File: src/rtl/mux_ext_bus.sv
module mux_ext_bus #(
  parameter int AW = 20,
  parameter int DW = 16
) (
  input  logic          clk,
  input  logic          rst_n,
  input  logic          width_strap,
  input  logic          req,
  input  logic          we,
  input  logic          fetch,
  input  logic [AW-1:0] addr,
  input  logic [DW-1:0] wdata,
  input  logic [DW/8-1:0] be,
  output logic          ack,
  output logic [DW-1:0] rdata,
  output logic          addr_stb,
  output logic          rd_stb_n,
  output logic          fetch_stb_n,
  output logic          wr_lo_stb_n,
  output logic [3:0]    a_low,
  output logic [7:0]    ad_lo_o,
  input  logic [7:0]    ad_lo_i,
  output logic          ad_lo_oe,
  output logic [7:0]    ad_hi_o,
  input  logic [7:0]    ad_hi_i,
  output logic          ad_hi_oe
);
  typedef enum logic [2:0] {S_IDLE, S_ADDR, S_HOLD, S_STRB, S_RECV} ph_t;

  ph_t             ph;
  logic            wide_q;
  logic            idx;
  logic [AW-1:1]   a_q;
  logic [DW-1:0]   wd_q;
  logic [DW/8-1:0] be_q;
  logic            we_q, fe_q;

  logic [AW-1:0] cur_a;
  logic          more, in_addr, strb, wr_lo, wr_hi;
  logic [7:0]    wbyte;

  assign cur_a   = {a_q, wide_q ? 1'b0 : idx};
  assign more    = !wide_q && (be_q == 2'b11) && !idx;
  assign in_addr = (ph == S_ADDR) || (ph == S_HOLD);
  assign strb    = (ph == S_STRB);
  assign wr_lo   = strb && we_q && (!wide_q || be_q[0]);
  assign wr_hi   = strb && we_q && wide_q && be_q[1];
  assign wbyte   = (!wide_q && idx) ? wd_q[15:8] : wd_q[7:0];

  assign addr_stb    = (ph == S_ADDR);
  assign ack         = (ph == S_RECV) && !more;
  assign rd_stb_n    = !(strb && !we_q && !fe_q);
  assign fetch_stb_n = !(strb && fe_q);
  assign wr_lo_stb_n = !wr_lo;
  assign a_low       = {cur_a[3:1], wide_q ? !wr_hi : cur_a[0]};
  assign ad_lo_oe    = in_addr || (strb && we_q);
  assign ad_lo_o     = in_addr ? cur_a[11:4] : wbyte;
  assign ad_hi_oe    = wide_q ? ad_lo_oe : (ph != S_IDLE);
  assign ad_hi_o     = (wide_q && !in_addr) ? wd_q[15:8] : cur_a[19:12];

  always_ff @(posedge clk) begin
    if (!rst_n) begin
      wide_q <= width_strap;
      ph     <= S_IDLE;
      idx    <= 1'b0;
      a_q    <= '0;
      wd_q   <= '0;
      be_q   <= '0;
      we_q   <= 1'b0;
      fe_q   <= 1'b0;
      rdata  <= '0;
    end else begin
      case (ph)
        S_IDLE: if (req) begin
          a_q   <= addr[AW-1:1];
          wd_q  <= wdata;
          be_q  <= be;
          we_q  <= we && !fetch;
          fe_q  <= fetch;
          idx   <= !wide_q && (be == 2'b10);
          rdata <= '0;
          ph    <= S_ADDR;
        end
        S_ADDR: ph <= S_HOLD;
        S_HOLD: ph <= S_STRB;
        S_STRB: begin
          if (!we_q) begin
            if (wide_q)   rdata       <= {ad_hi_i, ad_lo_i};
            else if (idx) rdata[15:8] <= ad_lo_i;
            else          rdata[7:0]  <= ad_lo_i;
          end
          ph <= S_RECV;
        end
        S_RECV: begin
          if (more) begin
            idx <= 1'b1;
            ph  <= S_ADDR;
          end else begin
            ph  <= S_IDLE;
          end
        end
        default: ph <= S_IDLE;
      endcase
    end
  end
endmodule


File: config.mk
export PLATFORM = sky130hd
export DESIGN_NAME = mux_ext_bus
export DESIGN_NICKNAME = d
export VERILOG_FILES = /design/src/rtl/mux_ext_bus.sv
export SDC_FILE = /design/constraint.sdc
export NUM_CORES = 1
export LEC_CHECK = 0
export CAP_MARGIN = 20
export CORE_ASPECT_RATIO = 1.4
export CORE_MARGIN = 3
export CORE_UTILIZATION = 25
export CTS_BUF_LIST = sky130_fd_sc_hd__clkbuf_8
export DETAILED_ROUTE_END_ITERATION = 10
export PLACE_DENSITY = 0.59
export SLEW_MARGIN = 20
export SYNTH_ARGS = -nofsm -noshare
export SYNTH_HDL_FRONTEND = slang
export SYNTH_SLANG_ARGS = --single-unit
File: constraint.sdc
create_clock -name clk -period 2.02 [get_ports clk]
set_clock_uncertainty 0.15 [all_clocks]
set_input_delay 0.202 -clock clk [delete_from_list [all_inputs] [get_ports clk]]
set_output_delay 0.202 -clock clk [all_outputs]
set_load 0.1 [all_outputs]
### Word level (Yosys, flattened, before mapping)

Cells that the tools add are included.
Widths: inputs -> output; s select.

| storage, ports and cells | value |
|---|---|
| flip-flop bits (word level) | 60 |
| output and inout bits | 43 |

| cells by class | value |
|---|---|
| eq/ne operators | 11 |
| reductions and logical operators | 36 |
| multiplexer cells | 17 |

Operators with widths:

| operator | number |
|---|---|
| $mux 16 | 3 |
| $mux 8 | 5 |
| $pmux 16 s2 | 1 |
| $pmux 3 s5 | 1 |
| $logic_and 1x1->1 | 14 |
| $logic_not 1->1 | 11 |
| $reduce_and 4->1 | 2 |
| $eq 3x2->1 const B | 2 |
| $ne 2x2->1 const B | 3 |
| $ne 3x3->1 const B | 2 |
| $mux 1 | 5 |
| $eq 2x2->1 const B | 2 |
| $reduce_bool 2->1 | 2 |
| $eq 3x1->1 const B | 1 |
| $eq 3x3->1 const B | 1 |
| $logic_not 3->1 | 1 |
| $logic_or 1x1->1 | 3 |
| $mux 3 | 1 |
| $reduce_and 3->1 | 1 |
| $reduce_bool 3->1 | 1 |
| $pmux 1 s2 | 1 |
| $reduce_and 2->1 | 1 |

### Longest topological paths before layout

Gate-level depths: netlist of run 1.

| logic depth | value |
|---|---|
| depth in word-level cells | 6 |
| mapped depth | 6 |

### Worst setup path before layout of run 1

OpenSTA, ideal clock, no wires.

| timing path | value |
|---|---|
| path type | reg-to-output |
| start | reg ph[2] |
| end | out addr_stb |
| data required time | 1.668 ns |
| arrival | 2.967 ns |
| setup slack | -1.299 ns |
| cell stages (with the launch flop) | 4 |
| cells stage by stage | dfxtp_1 clkbuf_1 clkbuf_1 nor3b_1 |

| on the way | value |
|---|---|
| longest elaborated chain between the ends | 1 |

Ends and longest elaborated chain:

| item | RTL line | source |
|---|---|---|
| start, declared | 30 | `ph_t ph;` |
| start signal, assigned | 64 | `ph <= S_IDLE;` |
| start signal, assigned | 82 | `ph <= S_ADDR;` |
| start signal, assigned | 84 | `S_ADDR: ph <= S_HOLD;` |
| $eq 3x1->1 | 50 | `assign addr_stb = (ph == S_ADDR);` |
| end, declared | 16 | `output logic addr_stb,` |

No other way between the ends.

### Final worst setup path of run 1

| timing path | value |
|---|---|
| start | reg ph[1] |
| end | out ad_hi_o[3] |

| on the way | value |
|---|---|
| longest elaborated chain between the ends | 5 |
| elaborated cells between the ends (all ways) | 6 |
| those cells by class | 2 x eq/ne; 1 x mux; 3 x reduce/logical |

Ends and longest elaborated chain:

| item | RTL line | source |
|---|---|---|
| $eq 3x1->1 or $eq 3x2->1 (tied branches) | 44 | `assign in_addr = (ph == S_ADDR) \|\| (ph == S_HOLD);` |
| $logic_or 1x1->1 * | 44 |  |
| $logic_not 1->1 * | 59 | `assign ad_hi_o = (wide_q && !in_addr) ? wd_q[15:8] : cur_a[19:12];` |
| $logic_and 1x1->1 * | 59 |  |
| $mux 8 * | 59 |  |
| end, declared | 24 | `output logic [7:0] ad_hi_o,` |

Every way passes the cells marked *; elsewhere a longest branch is shown, timed or not.

==> impl_metrics.yaml, run 1 <==
pwr:
  finalPower_mw: 4.139
  p_leak_nw: 1.749
  powerDensity_mw_per_mm2: 898.3
  ir_drop_mv: 0.3577
synth:
  ys_types: 34
  synth.cell_area_mm2: 0.002754
  synth_area_leader_cell: "dfxtp_1"
  async_reset_ff_share_pct: 0
  yosys_warnings: 0
  synth.avg_cell_area_um2: 7.891
  synth_top_area_share_pct: 42.89
  synth.top_cells.by_area: "dfxtp_1, nand2_1, a21oi_1, mux2_2, nand4_1"
  synth_edf_count: 1
  yosysMostFrequentCell: "nand2_1"
  synth_seq_cells: 60
  synth-seq-area-share_pct: 43.98
  synth_nets: 409
  ys.flop_type: "dfxtp_1"
  netlist_instances: 349
  synth_common_cells: "nand2_1, dfxtp_1, a21oi_1"
place:
  routabilityCongestion: 0.7892
  dpl.cell_count: 570
  hpwl_um: 6242
  io_buffers: 101
  dpl_cell_area_mm2: 0.004292
cts:
  cts.clk_slew.worst_paths_ps: 70
  root_buffer: "clkbuf_8"
  cts.sinks: 60
  cts_made_buffers: 9
  insertion_delay_ps: 340
  cts_tree: "done"
  h-tree-depth: 3
  cts.path.max_buffers: 2
worst_hold_path:
  worstHoldStart: "wdata[11]"
  hp-class: "primary input to flop"
timing:
  period_share_pct: 101.3
  slew_viol_final: 0
  rsz0062_at_grt: "true"
  setup_ws_ps: -26.35
  max_slew_margin_pct: 73.92
  hold_ws_ps: 254.7
  hold_viol: 0
  setup_viol_count_final: 13
  worstMarginPinSlew_ps: 388.2
  clock.fmax_mhz: 488.7
  finalCriticalPeriod_ps: 2046
outcome:
  outcome: "finished with violations"
  violations: "negative setup slack"
worst_setup_path:
  crit_path_end_kind: "output pin"
  worstPathMaxFanout: 8
  r2r_start: "wide_q$_DFFE_PN_"
  path_cells: "xnor2_4 > o21ai_2 > buf_6 > mux2_4 > buf_12"
  crit_path_start_kind: "flop"
  cp-startpoint: "ph[1]$_SDFFE_PN0N_"
  critPathSlowestCell: "dfxtp_4"
  crit_type: "flop to output pin"
  max_stage_delay_ps: 360
  cp.arrival_ps: 1690
  cp.required_ps: 1670
detailed_routing:
  vias: 2756
  drtIter0Drc: 55
  dr.pass1.iters: 4
  drt-total-wl_um: 8519
  drc: 0
  wl_per_cell_um: 14.37
  vias_per_cell: 4.648
  postRouteAntennaNets: 0
floorplanning:
  core-area_mm2: 0.01057
  placementRows: 44
  initial_core_util_pct: 26.05
  die_x_um: 94.71
  die_area_mm2: 0.01233
  fp.dieH_um: 130.2
  ios: 103
global_route:
  grt_pass1_vias: 2751
  grt.total_usage_pct: 14.11
  grt-ovfl-total: 0
  grt_max_degree: 38
  antenna_found_initial: 0
  grt_first_pass_wirelength_um: 13510
finish:
  drive_gt1_share_pct: 29.45
  layout.cells.non_filler: 593
  design_area_mm2: 0.004607
  area_delta_synth_final_pct: 67.29
  layout.nets: 510
  multiInputGateArea_mm2: 0.001617
  num_antenna_cells: 0
  regArea_mm2: 0.001221
  nFillCells: 1083
run:
  maxCapViolations: 0
-- routing by layer --
| layer | wire (um) | up-vias | GRT usage, % |
|---|---|---|---|
| li1 | - | 1397 | - |
| met5 | 0 | - | 0 |
| met4 | 244 | 0 | 7.052 |
| met1 | 3469 | 1264 | 15.97 |
| met3 | 498 | 17 | 3.979 |
| met2 | 4307 | 78 | 24.09 |
-- timing repair --
item | CTS | global route
resized for setup | 24 | 9
cloned | 1 | 0
setup endpoints to repair | 20 | 18
hold buffers | 0 | 0
buffers inserted | 6 | 0
pin swaps | 6 | 7
-- cell type report --
cell class,instances,share of cell area [%]
Timing Repair Buffer,125,30.83
Clock inverter,6,0.6790
Tap cell,138,3.748
Multi-Input combinational cell,252,35.09
Clock buffer,10,2.988
Inverter,2,0.1630
Sequential cell,60,26.51
-- cell families after synthesis --
kind of cell / count (synthesis) / synth area share [%]
xor gates and xnor gates: 1 / 0.5908
AOI/OAI and AO/OA: 72 / 13.90
and+or+nand+nor: 162 / 27.58
buffers and inverters: 38 / 7.405
DFF: 60 / 43.98
muxes: 16 / 6.542
-- sequential cells by signal (all words and copies together) (netlist names) --
signal,flops
a_q,19
be_q,2
wd_q,16
fe_q,1
wide_q,1
ph,3
rdata,16
idx,1
we_q,1
-- worst max-delay path, delay by kind of cell (launching register included) --
kind,cells,cell delay [ps]
DFF,1,360
buffers and inverters,2,350
muxes,1,330
xor gates and xnor gates,1,170
AOI/OAI and AO/OA,1,130
-- cells in the final DEF (no fill, tap or decap), types with 9 or more instances in the layout --
| master | Yosys | final |
|---|---|---|
| buf_12 | 0 | 26 |
| clkbuf_8 | 0 | 10 |
| o21ai_0 | 18 | 17 |
| a31oi_4 | 0 | 9 |
| nand4_1 | 16 | 16 |
| clkdlybuf4s50_1 | 0 | 58 |
| nor3_1 | 11 | 11 |
| a21oi_1 | 41 | 40 |
| nand2_1 | 98 | 91 |
| dfxtp_1 | 59 | 55 |
| nand3_1 | 16 | 16 |
| buf_4 | 6 | 38 |
-- path summary, 6_finish.rpt --
kind | endpoint | slack, ps | cells after the start
worst max-delay path | ad_hi_o[3] | -30 | 5
worst min-delay path | wd_q[11]$_SDFFE_PN0P_ | 250 | 3
worst max register to register | rdata[11]$_SDFFE_PN0P_ | 120 | 5
worst min register to register | a_q[13]$_SDFFE_PN0P_ | 310 | 2
-- stage by stage --
stage	setup TNS [ps]	worst slack, ps	util, %
6_report	-248.3	-26.35	43.58
5_1_grt	-1504	-101.6	43.58
4_1_cts	-667.5	-53.15	43.32
3_5_place_dp	0	52.52	40.60
3_3_place_gp	0	75.27	40.60
2_1_floorplan	-373.2	-37.44	-
-- power by group --
part           switching [mW]  internal (mW)  total, mW
combinational            1.15          0.714       1.87
sequential             0.0622           1.27       1.33
clock                   0.480          0.465      0.944
total                    1.69           2.44       4.14
(Power assumes the default switching activity.)
==> run 2, diff against run 1 <==
--- a/config.mk
+++ b/config.mk
@@ -6,12 +6,14 @@
 export NUM_CORES = 1
 export LEC_CHECK = 0
 export CAP_MARGIN = 20
-export CORE_ASPECT_RATIO = 1.4
+export CELL_PAD_IN_SITES_DETAIL_PLACEMENT = 0
+export CELL_PAD_IN_SITES_GLOBAL_PLACEMENT = 1
 export CORE_MARGIN = 3
 export CORE_UTILIZATION = 25
 export CTS_BUF_LIST = sky130_fd_sc_hd__clkbuf_8
 export DETAILED_ROUTE_END_ITERATION = 10
-export PLACE_DENSITY = 0.59
+export PLACE_DENSITY = 0.75
+export REMOVE_ABC_BUFFERS = 1
 export SLEW_MARGIN = 20
 export SYNTH_ARGS = -nofsm -noshare
 export SYNTH_HDL_FRONTEND = slang
==> run 2 against run 1 <==
The run still ends with negative setup slack left. Via count down 0.80%. Sequential share of layout area up 0.076 points. Routed wire length up 0.58%. Sequential cell count unchanged. First-iteration DRC count up 78%. Count of clock-buffer cells in the layout up 2. Combinational power about the same. Utilization about the same. Final cell count up 0.34%. Non-clock buffer count up 7. Worst setup slack worse by 8.8 ps. Clock power up 2.5%. Critical path type unchanged. Critical endpoint is now ad_hi_o[2]. Largest cell class unchanged.
==> impl_metrics.yaml, run 2 (same netlist as run 1, synthesis figures left out) <==
finish:
  area_delta_synth_final_pct: 66.47
  drive_gt1_share_pct: 29.41
  design_area_mm2: 0.004584
  layout.cells.non_filler: 595
  num_antenna_cells: 0
  reg_top3: "a_q x19, rdata x16, wd_q x16"
  top_register: "a_q"
  nFillCells: 1018
  layout.nets: 516
  final_cell_mix: "nand2_1, clkdlybuf4s50_1, dfxtp_1"
  final_common_cell: "nand2_1"
  largest_reg_flops: 19
run:
  maxCapViolations: 0
timing:
  hold_ws_ps: 263.8
  clock.fmax_mhz: 486.6
  finalCriticalPeriod_ps: 2055
  hold_viol: 0
  worstMarginPinSlew_ps: 558.1
  rsz0062_at_grt: "true"
  max_slew_margin_pct: 62.71
  slew_viol_final: 0
  tns_ps: -224.6
  period_share_pct: 101.7
  setup_viol_count_final: 11
  setup_ws_ps: -35.12
worst_setup_path:
  crit_family: "flip-flops"
  crit_type: "flop to output pin"
  critPathSlowestCell: "dfxtp_2"
  path_cells: "xnor2_4 > o21ai_4 > buf_6 > mux2_4 > buf_12"
  cp-startpoint: "ph[0]$_SDFFE_PN0N_"
  max_stage_delay_ps: 350
  worstPathMaxFanout: 5
  cp.arrival_ps: 1700
  worst-path-stages: 5
  rrSetupSlack_ps: 150
  r2r-end: "rdata[7]$_SDFFE_PN0P_"
  r2r_start: "ph[0]$_SDFFE_PN0N_"
  crit_path_end_kind: "output pin"
  ff2ff_path_depth: 4
  cp.required_ps: 1670
  path_buf_inv: 2
  crit_path_start_kind: "flop"
  endpoint: "ad_hi_o[2]"
pwr:
  p_clk_share_pct: 23.4
  p_leak_nw: 1.763
  powerDensity_mw_per_mm2: 901.8
  p_sw_share_pct: 39.62
  power_frac_seq_pct: 32.1
  combPwrFrac_pct: 44.5
  p_switching_mw: 1.638
  internal_power_mw: 2.496
  ir_drop_mv: 0.3905
detailed_routing:
  drt-total-wl_um: 8568
  drtIter0Drc: 98
  vias: 2734
  dr.pass1.iters: 4
  wl_per_cell_um: 14.40
  drc: 0
  vias_per_cell: 4.595
  postRouteAntennaNets: 0
cts:
  root_buffer: "clkbuf_8"
  h-tree-depth: 3
  insertion_delay_ps: 330
  cts.path.max_buffers: 2
  cts_tree: "done"
  cts_made_buffers: 9
  hold_buffers: 0
  cts.sinks: 60
  cts.clk_slew.worst_paths_ps: 70
floorplanning:
  fp.dieH_um: 111.0
  placementRows: 37
  ios: 103
  die_x_um: 111.0
  initial_core_util_pct: 26.21
  core-area_mm2: 0.01051
  die_area_mm2: 0.01231
global_route:
  antenna_found_initial: 0
  grt_first_pass_wirelength_um: 13650
  grt_pass1_vias: 2753
  grt-ovfl-total: 0
  grt.total_usage_pct: 13.73
  grt_max_degree: 34
place:
  dpl_cell_area_mm2: 0.004119
  dp_slack_ps: 101.4
  hpwl_um: 6128
  io_buffers: 101
  routabilityCongestion: 0.8074
  dpl.cell_count: 573
worst_hold_path:
  hp-class: "primary input to flop"
outcome:
  violations: "negative setup slack"
  outcome: "finished with violations"
==> run 2: what timing repair did <==
item / in CTS / in global routing
endpoints found under the setup margin: 22 / 22
setup buffers: 4 / 5
resized for setup: 22 / 28
pin swaps: 4 / 6
==> run 2: power by group through the flow <==
stage,Clock (mW),Sequential [mW],Combinational [mW]
after floorplan,0,1.42,0.921
after global placement,0,1.34,1.70
after detailed placement,0,1.34,1.71
after CTS,0.993,1.32,1.78
after global routing,1.05,1.33,1.93
final,0.968,1.33,1.84
==> run 2: area by class of cell <==
| class | instances | area, um^2 | share of cell area [%] |
|---|---|---|---|
| multi-input combinational | 251 | 1553 | 33.87 |
| timing repair buffer | 132 | 1460 | 31.85 |
| sequential | 60 | 1219 | 26.58 |
| tap | 136 | 170.2 | 3.712 |
| clock buffer | 12 | 165.2 | 3.603 |
| clock inverter | 2 | 10.01 | 0.2183 |
| inverter | 2 | 7.507 | 0.1638 |
==> run 2: worst min path at each step <==
stage,end,from,cells after the start
6_report,a_q[12]$_SDFFE_PN0P_,addr[12],3
3_3_place_gp,a_q[19]$_SDFFE_PN0P_,a_q[19]$_SDFFE_PN0P_,2
2_1_floorplan,wide_q$_DFFE_PN_,width_strap,0
4_1_cts,a_q[2]$_SDFFE_PN0P_,addr[2],3
5_1_grt,wide_q$_DFFE_PN_,width_strap,1
3_5_place_dp,a_q[13]$_SDFFE_PN0P_,a_q[13]$_SDFFE_PN0P_,2
==> run 2: worst register-to-register path: cells and delay by family, from the launching register on <==
kind	cells	cell delay [ps]
DFF	1	380
buffers and inverters	1	180
AOI/OAI and AO/OA	1	150
and+or+nand+nor	2	870
==> run 2: per-layer routing <==
metal / global-route usage, % / wire [um]
met3: 2.893 / 378
met1: 17.58 / 3953
met4: 6.404 / 182
met5: 0 / 0
met2: 22.05 / 4053
==> run 2: metrics by stage <==
step                total power [mW]  util (%)
floorplan                      2.338         -
global placement               3.040     39.20
detailed placement             3.050     39.20
CTS                            4.089     42.00
global route                   4.308     43.62
finish                         4.134     43.62
